===== src/rtl/dtmf_pkg.sv =====
package dtmf_pkg;

  typedef logic [1:0] tone_idx_t;

  // Nominal tone frequencies in Hz; the index is the reported row/column.
  function automatic int nom_hz(input bit high_band, input int idx);
    int f;
    if (high_band) begin
      case (idx)
        0: f = 1209;
        1: f = 1336;
        2: f = 1477;
        default: f = 1633;
      endcase
    end else begin
      case (idx)
        0: f = 697;
        1: f = 770;
        2: f = 852;
        default: f = 941;
      endcase
    end
    return f;
  endfunction

  // Shortest accepted half-period: tone raised by the tolerance, rounded down.
  function automatic int win_lo(input longint clk_hz, input int f, input int tol_pm);
    longint num;
    longint den;
    num = clk_hz * 64'sd1000;
    den = 64'(2 * f * (1000 + tol_pm));
    return int'(num / den);
  endfunction

  // Longest accepted half-period: tone lowered by the tolerance, rounded up.
  function automatic int win_hi(input longint clk_hz, input int f, input int tol_pm);
    longint num;
    longint den;
    num = clk_hz * 64'sd1000;
    den = 64'(2 * f * (1000 - tol_pm));
    return int'((num + den - 64'sd1) / den);
  endfunction

endpackage


===== src/rtl/tone_meter.sv =====
module tone_meter
  import dtmf_pkg::*;
#(
  parameter int CLK_HZ   = 3579545,
  parameter int TOL_PM   = 15,
  parameter bit HIGH_GRP = 1'b0
) (
  input  logic      clk,
  input  logic      clr,
  input  logic      sq_i,
  input  logic      dis_top_i,
  output logic      valid_o,
  output tone_idx_t idx_o
);

  localparam int NTONE = 4;
  // Index 0 is the lowest frequency, so it has the longest half-period.
  localparam int LIMIT = win_hi(longint'(CLK_HZ), nom_hz(HIGH_GRP, 0), TOL_PM) + 2;
  localparam int CNT_W = $clog2(LIMIT + 1);
  localparam logic [CNT_W-1:0] CNT_SAT = CNT_W'(LIMIT);

  logic [1:0]       sync_q;
  logic             prev_q;
  logic             edge_w;
  logic [CNT_W-1:0] cnt_q;
  logic [NTONE-1:0] in_win;
  logic             hit_w;
  tone_idx_t        cls_w;
  logic             last_hit_q;
  tone_idx_t        last_idx_q;

  assign edge_w = sync_q[1] ^ prev_q;

  // One half-period window per nominal tone; the top tone can be masked.
  for (genvar g = 0; g < NTONE; g++) begin : g_win
    localparam logic [CNT_W-1:0] LO =
      CNT_W'(win_lo(longint'(CLK_HZ), nom_hz(HIGH_GRP, g), TOL_PM));
    localparam logic [CNT_W-1:0] HI =
      CNT_W'(win_hi(longint'(CLK_HZ), nom_hz(HIGH_GRP, g), TOL_PM));
    if (g == NTONE - 1) begin : g_mask
      assign in_win[g] = (cnt_q >= LO) && (cnt_q <= HI) && !dis_top_i;
    end else begin : g_plain
      assign in_win[g] = (cnt_q >= LO) && (cnt_q <= HI);
    end
  end

  always_comb begin
    hit_w = 1'b0;
    cls_w = '0;
    for (int k = NTONE - 1; k >= 0; k--) begin
      if (in_win[k]) begin
        hit_w = 1'b1;
        cls_w = tone_idx_t'(k);
      end
    end
  end

  always_ff @(posedge clk) begin
    if (clr) begin
      sync_q     <= '0;
      prev_q     <= 1'b0;
      cnt_q      <= CNT_SAT;
      last_hit_q <= 1'b0;
      last_idx_q <= '0;
      valid_o    <= 1'b0;
      idx_o      <= '0;
    end else begin
      sync_q <= {sync_q[0], sq_i};
      prev_q <= sync_q[1];
      if (edge_w) begin
        cnt_q      <= CNT_W'(1);
        last_hit_q <= hit_w;
        last_idx_q <= cls_w;
        if (hit_w && last_hit_q && (cls_w == last_idx_q)) begin
          valid_o <= 1'b1;
          idx_o   <= cls_w;
        end else begin
          valid_o <= 1'b0;
        end
      end else if (cnt_q != CNT_SAT) begin
        cnt_q <= cnt_q + 1'b1;
        if (dis_top_i && (idx_o == tone_idx_t'(NTONE - 1))) valid_o <= 1'b0;
      end else begin
        valid_o    <= 1'b0;
        last_hit_q <= 1'b0;
      end
    end
  end

  // Presence can only start on a transition that completed a measurement.
  assert_confirm_on_edge_R6: assert property (@(posedge clk) disable iff (clr)
    $rose(valid_o) |-> $past(edge_w));

  // A masked top tone is never left standing.
  assert_inhibit_top_R8: assert property (@(posedge clk) disable iff (clr)
    dis_top_i |=> !(valid_o && (idx_o == tone_idx_t'(NTONE - 1))));

  // Silence longer than the longest window withdraws presence.
  assert_silence_drop_R10: assert property (@(posedge clk) disable iff (clr)
    ((cnt_q == CNT_SAT) && !edge_w) |=> !valid_o);

endmodule


===== src/rtl/dtmf_pair_detect.sv =====
module dtmf_pair_detect
  import dtmf_pkg::*;
#(
  parameter int CLK_HZ = 3579545,
  parameter int TOL_PM = 15
) (
  input  logic       clk,
  input  logic       rst,
  input  logic       pwr_dn_i,
  input  logic       low_sq_i,
  input  logic       high_sq_i,
  input  logic       inh_i,
  output logic [1:0] row_o,
  output logic [1:0] col_o,
  output logic       pair_o
);

  logic      clr;
  logic      low_vld;
  logic      high_vld;
  tone_idx_t low_idx;
  tone_idx_t high_idx;

  assign clr = rst | pwr_dn_i;

  tone_meter #(.CLK_HZ(CLK_HZ), .TOL_PM(TOL_PM), .HIGH_GRP(1'b0)) low_meter_i (
    .clk       (clk),
    .clr       (clr),
    .sq_i      (low_sq_i),
    .dis_top_i (1'b0),
    .valid_o   (low_vld),
    .idx_o     (low_idx)
  );

  tone_meter #(.CLK_HZ(CLK_HZ), .TOL_PM(TOL_PM), .HIGH_GRP(1'b1)) high_meter_i (
    .clk       (clk),
    .clr       (clr),
    .sq_i      (high_sq_i),
    .dis_top_i (inh_i),
    .valid_o   (high_vld),
    .idx_o     (high_idx)
  );

  always_ff @(posedge clk) begin
    if (clr) begin
      pair_o <= 1'b0;
      row_o  <= '0;
      col_o  <= '0;
    end else begin
      pair_o <= low_vld & high_vld;
      if (low_vld && high_vld) begin
        row_o <= low_idx;
        col_o <= high_idx;
      end
    end
  end

  // The pair flag follows joint presence of both bands.
  assert_pair_needs_both_R7: assert property (@(posedge clk) disable iff (rst)
    pair_o |-> $past(low_vld && high_vld));

  // Power-down clears every output on the following edge.
  assert_pwrdn_clears_R9: assert property (@(posedge clk) disable iff (rst)
    pwr_dn_i |=> (!pair_o && (row_o == 2'd0) && (col_o == 2'd0)));

endmodule


===== config.mk =====
export PLATFORM = sky130hd
export DESIGN_NAME = dtmf_pair_detect
export DESIGN_NICKNAME = d
export VERILOG_FILES = /design/src/rtl/dtmf_pkg.sv /design/src/rtl/tone_meter.sv /design/src/rtl/dtmf_pair_detect.sv
export SDC_FILE = /design/constraint.sdc
export NUM_CORES = 1
export LEC_CHECK = 0
export BUFFER_PORTS_ARGS = -buffer_cell sky130_fd_sc_hd__buf_2
export CAP_MARGIN = 30
export CELL_PAD_IN_SITES_DETAIL_PLACEMENT = 1
export CELL_PAD_IN_SITES_GLOBAL_PLACEMENT = 1
export CORE_ASPECT_RATIO = 1.1
export CORE_MARGIN = 4
export CORE_UTILIZATION = 45
export CTS_CLUSTER_DIAMETER = 120
export CTS_CLUSTER_SIZE = 30
export DETAILED_ROUTE_END_ITERATION = 10
export PLACE_DENSITY_LB_ADDON = 0.1
export RECOVER_POWER = 25
export SYNTH_ARGS = -nofsm -noshare
export SYNTH_HDL_FRONTEND = slang
export SYNTH_HIERARCHICAL = 1
export SYNTH_SLANG_ARGS = --single-unit

===== constraint.sdc =====
create_clock -name clk -period 6.4 [get_ports clk]
set_input_delay 1.28 -clock clk [delete_from_list [all_inputs] [get_ports clk]]
set_output_delay 1.28 -clock clk [all_outputs]
set_load 0.01 [all_outputs]

== Yosys cells after proc, flatten, opt, wreduce, memory -nomap -nowiden ==
Index checks and enable logic that the tools add are counted.

* Word-level logic and storage cells: 101
* Output and inout bits: 5
* Input bits: 6
* Register bits: 46

* Multiplexer cells: 30
* Bitwise operators: 4
* Eq/ne operators: 8
* Add/subtract/negate cells: 2
* Reductions and logical operators: 22
* Magnitude comparators: 16

{| class="wikitable"
|+ Operators by type and width
! kind !! number
|-
| $ge 11x11->1 const B || 4
|-
| $le 11x11->1 const B || 4
|-
| $ge 12x12->1 const B || 3
|-
| $le 12x12->1 const B || 3
|-
| $mux 12 || 2
|-
| $mux 11 || 2
|-
| $mux 1 || 18
|-
| $mux 2 || 8
|-
| $logic_and 1x1->1 || 15
|-
| $add 12x1->12 const B || 1
|-
| $ge 12x11->1 const B || 1
|-
| $le 12x11->1 const B || 1
|-
| $ne 12x12->1 const B || 1
|-
| $add 11x1->11 const B || 1
|-
| $ne 11x11->1 const B || 1
|-
| $eq 2x2->1 || 2
|-
| $ne 2x1->1 const B || 2
|-
| $reduce_and 2->1 || 2
|-
| $reduce_bool 2->1 || 2
|-
| $reduce_or 2->1 || 2
|-
| $ne 3x2->1 const B || 1
|-
| $eq 2x2->1 const B || 1
|-
| $xor 1x1->1 || 2
|-
| $and 1x1->1 || 1
|-
| 2 further kinds || 2
|}

== Longest topological paths before layout ==
* Word-level depth: 11
* Mapped depth: 9
* Gate-level depth less buffers: 8

== By module ==
The synthesis kept the hierarchy.

{| class="wikitable"
|+ Modules (own cells, without submodules)
! module !! instances !! cells an instance !! area an instance (um^2) !! sequential area each (um^2)
|-
| tone_meter at high_meter_i || 1 || 155 || 1306.3 || 400.4
|-
| tone_meter at low_meter_i || 1 || 149 || 1224.9 || 420.4
|-
| dtmf_pair_detect || 1 || 24 || 247.7 || 100.1
|}

== Least setup slack after synthesis ==
Ideal clock, no wire load.

* Path kind: input port to flip-flop
* Start point: input port inh_i
* End point: register high_meter_i.idx_o[1]
* Library setup time: 0.096 ns
* Stages on the path: 5
* Data arrival time: 2.433 ns
* Path buffers: 0
* Setup slack: 3.872 ns
* Data required time: 6.304 ns
* Path through: nor4_4 -> o221ai_2 -> and2_4 -> or3_1 -> o41ai_2

* Longest elaborated chain between the ends: 9
* Elaborated cells between the ends (all ways): 14

{| class="wikitable"
|+ Ends and longest elaborated chain
! what !! RTL line !! source
|-
| start: declaration || dtmf_pair_detect.sv:12 || <nowiki>input logic inh_i,</nowiki>
|-
| $logic_not 1->1 * || tone_meter.sv:41 || <nowiki>assign in_win[g] = (cnt_q >= LO) && (cnt_q <= HI) && !dis_top_i;</nowiki>
|-
| $logic_and 1x1->1 * || tone_meter.sv:41 ||
|-
| $mux 2 / $mux 1 (equally long branches) (4 in a row) || tone_meter.sv:51 || <nowiki>if (in_win[k]) begin</nowiki>
|-
| $eq 2x2->1 / $logic_and 1x1->1 (equally long branches) || tone_meter.sv:74 || <nowiki>if (hit_w && last_hit_q && (cls_w == last_idx_q)) begin</nowiki>
|-
| $logic_and 1x1->1 || tone_meter.sv:74 ||
|-
| $reduce_and 2->1 (no line) || n/a ||
|-
| end signal: assignment || tone_meter.sv:76 || <nowiki>idx_o <= cls_w;</nowiki>
|-
| end: declaration || tone_meter.sv:13 || <nowiki>output tone_idx_t idx_o</nowiki>
|}

Mark *: on every way between the ends. The rest lies on a longest branch, timed or not.
A chain may end at the register's enable or synchronous reset.

== Worst setup path after layout ==
* Start point: input port pwr_dn_i
* End point: register high_meter_i.idx_o[1]

* Longest elaborated chain between the ends: 1

{| class="wikitable"
|+ Ends and longest elaborated chain
! what !! RTL line !! source
|-
| start: declaration || dtmf_pair_detect.sv:9 || <nowiki>input logic pwr_dn_i,</nowiki>
|-
| $or 1x1->1 || dtmf_pair_detect.sv:24 || <nowiki>assign clr = rst | pwr_dn_i;</nowiki>
|}

No other way between the ends.

==> run metrics <==
I/O pin total=11; layout cells sized above 1=0.124; Min Clock Period, post-route=3160 ps; sw power=0.000136 W; max cap viols=0; main flop type after synthesis=dfxtp_1; Adder-Cell Fraction of Synth Area=0.0315; clock buffer depth=2; number of fill cells in the layout=735; initial antenna violation count=0; Post-Syn Area=0.00278 mm^2; WL final=6460 um; Setup Fix Bufs, Post-CTS=0; Setup Viol. Count Final=0; global route total overflow=0; Hold Vio Cnt, Final=0; status=finished clean; period utilization=0.493; fmax=317 MHz; largest net degree at the start of global routing=31; total CTS buffers=5; Pint=0.000380 W; Yosys warnings=6; complex-gate fraction of the synthesized area=0.204; worst skew pair latency=310 ps; area of the multi-input gates=0.00167 mm^2; drt via density=5.84; Startpoint Class=primary input; area of the core=0.00588 mm^2; sequential power share=0.572; worst min-delay path class=reg -> reg; Resize count post-CTS=0; clock skew=9.20 ps; CTS tree=done; fraction of registers with async set/reset=0; critical path type=in -> reg; Mapped Cells=328; pre-CTS setup slack=3680 ps; Peak supply drop=0.000102 V; clock share of power=0.356; EDFF count, synth=0; first-pass GRT wire length=11,200 um; sequential share of the synthesized area=0.331; crit-path cells=buf_2 -> or2_1 -> clkbuf_1 -> inv_1 -> nand4b_1 -> o41ai_2; via count=2,334; slowest stage cell, crit path=clkbuf_1; Initial DRC Count=106; CTS H-tree depth=2; Core Rows=29; # nets final=335; number of hold buffers added after CTS=0; critical path buffer and inverter count=3; post-synthesis mux area share=0.00946; Final Slew Violations=0; kind of cell adding the most delay to the critical path=buffers and inverters; drt first pass iters=4; wire per inst=16.1 um; pwr dens=179 mW/mm^2; gpl congestion=0.787; worst-path fanout max=30; Crit. End Element=register; final worst slack=3240 ps; main combinational cell family by area after synthesis=simple AND/OR/NAND/NOR gates; Data required, critical path=6550 ps; P&R area growth vs syn=3.47%; simple logic cell fraction of the synthesized area=0.288; Die Y-Extent=90.4 um; Root Buffer=clkbuf_8; Comb power frac=0.072; Reg clk slew, reported paths=100 ps; Data arrival, critical path=3310 ps; Setup TNS=0 ps; post-synthesis register bit count=46; sw frac=0.264; Total GRT Usage=0.179; diode count=0; IO Port Bufs=10; Max stage delay on crit path=1070 ps; drt drc=0; Initial Utilization=0.473; clock sinks=46; post-synth cell types=68; Mean Syn Cell Area=8.47 um^2; Synth Area in XOR/XNOR=0.0662; DP Wirelength=4650 um; RSZ-0062 raised after global routing=false; Reg area=921 um^2; Leak=1.01 nW; die width=82.9 um; Die ar.=0.00750 mm^2; Antenna Violating Nets Remaining=0; measured slew at the worst slew-check pin=1480 ps; Worst slew margin=0.0146; vias in the first global route=2,280
[final cells by class]
class | instances | share of cell area
Clock buffer | 5 | 0.0239
Clock inverter | 3 | 0.00740
Inverter | 11 | 0.0144
Multi-Input combinational cell | 247 | 0.582
Sequential cell | 46 | 0.320
Tap cell | 77 | 0.0335
Timing Repair Buffer | 11 | 0.0187
[worst register-to-register path: stages (launching register included)]
cell and delay [ps]:
dfxtp_1 430, inv_1 120, ha_1 240, nor4b_1 390
o31ai_1 170, and3_1 210, or3_1 320, a22o_1 240
mux2_4 290
[Yosys cell counts (10+ instances only)]
master | number | area share
dfxtp_1 | 46 | 0.33
nor2_1 | 25 | 0.034
nand3_1 | 20 | 0.036
nand2_1 | 17 | 0.023
nor3_1 | 13 | 0.023
o21ai_0 | 13 | 0.023
a21oi_1 | 12 | 0.022
nor2b_1 | 12 | 0.027
clkbuf_1 | 11 | 0.015
inv_1 | 11 | 0.015
xnor2_1 | 11 | 0.035
xor2_1 | 10 | 0.032
[routing by layer]
layer | up-vias | part of all wire | global-route usage
li1 | 1168 | - | -
met1 | 1139 | 0.47 | 0.224
met2 | 21 | 0.51 | 0.309
met3 | 6 | 0.017 | 0.0338
met4 | 0 | 0.0093 | 0.0586
met5 | - | 0 | 0
[power by group through the flow]
stage | combinational [W] | sequential (W) | clock [W]
floorplan | 0.0000308 | 0.000299 | 0
detailed placement | 0.0000375 | 0.000302 | 0
global placement | 0.0000368 | 0.000302 | 0
finish | 0.0000369 | 0.000295 | 0.000184
CTS | 0.0000376 | 0.000295 | 0.000191
global route | 0.0000419 | 0.000296 | 0.000203
[path summary, 6_finish.rpt]
kind,to,startpoint,cells past startpoint,slack (ps)
worst max-delay path,high_meter_i/idx_o[1],pwr_dn_i,6,3240
worst min-delay path,high_meter_i/sync_q[1],high_meter_i/sync_q[0],1,450
worst max register to register,low_meter_i/idx_o[1],low_meter_i/cnt_q[1],8,3880
worst min register to register,high_meter_i/sync_q[1],high_meter_i/sync_q[0],1,450
[flip-flops by register name, indices dropped and copies added, names as in the netlist, 2 cells and up]
| name | count |
|---|---|
| high_meter_i/last_idx_q | 2 |
| low_meter_i/idx_o | 2 |
| high_meter_i/idx_o | 2 |
| col_o | 2 |
| low_meter_i/last_idx_q | 2 |
| high_meter_i/sync_q | 2 |
| low_meter_i/sync_q | 2 |
| low_meter_i/cnt_q | 12 |
| row_o | 2 |
| high_meter_i/cnt_q | 11 |
[cells by family (layout without fill, tap and decap cells)]
logic type	after synthesis	count (layout)
and+or+nand+nor	138	138
AOI/OAI and AO/OA	77	77
DFF	46	46
buffers and inverters	36	30
xor gates and xnor gates	21	21
adders and majority gates	7	7
muxes	2	2
other	1	2
[per-stage QoR]
stage          utilization  hold WS [ps]  cells  total power, W  cell area [um^2]
5_1_grt              0.489           461    400        0.000541              2880
4_1_cts              0.490           454    400        0.000524              2880
3_3_place_gp         0.474           422    392        0.000338              2790
2_1_floorplan            -           414    329        0.000329              2780
6_report             0.489           449    400        0.000516              2880
3_5_place_dp         0.474           430    392        0.000339              2790
[layout by cell type, fill, tap and decap left out, types with 10 or more instances in the layout]
cell | synthesis | routed
a21oi_1 | 12 | 12
buf_2 | 7 | 10
dfxtp_1 | 46 | 46
inv_1 | 11 | 11
nand2_1 | 17 | 17
nand3_1 | 20 | 20
nor2_1 | 25 | 25
nor2b_1 | 12 | 12
nor3_1 | 13 | 13
o21ai_0 | 13 | 13
xnor2_1 | 11 | 11
xor2_1 | 10 | 10
(Power assumes the default switching activity.)
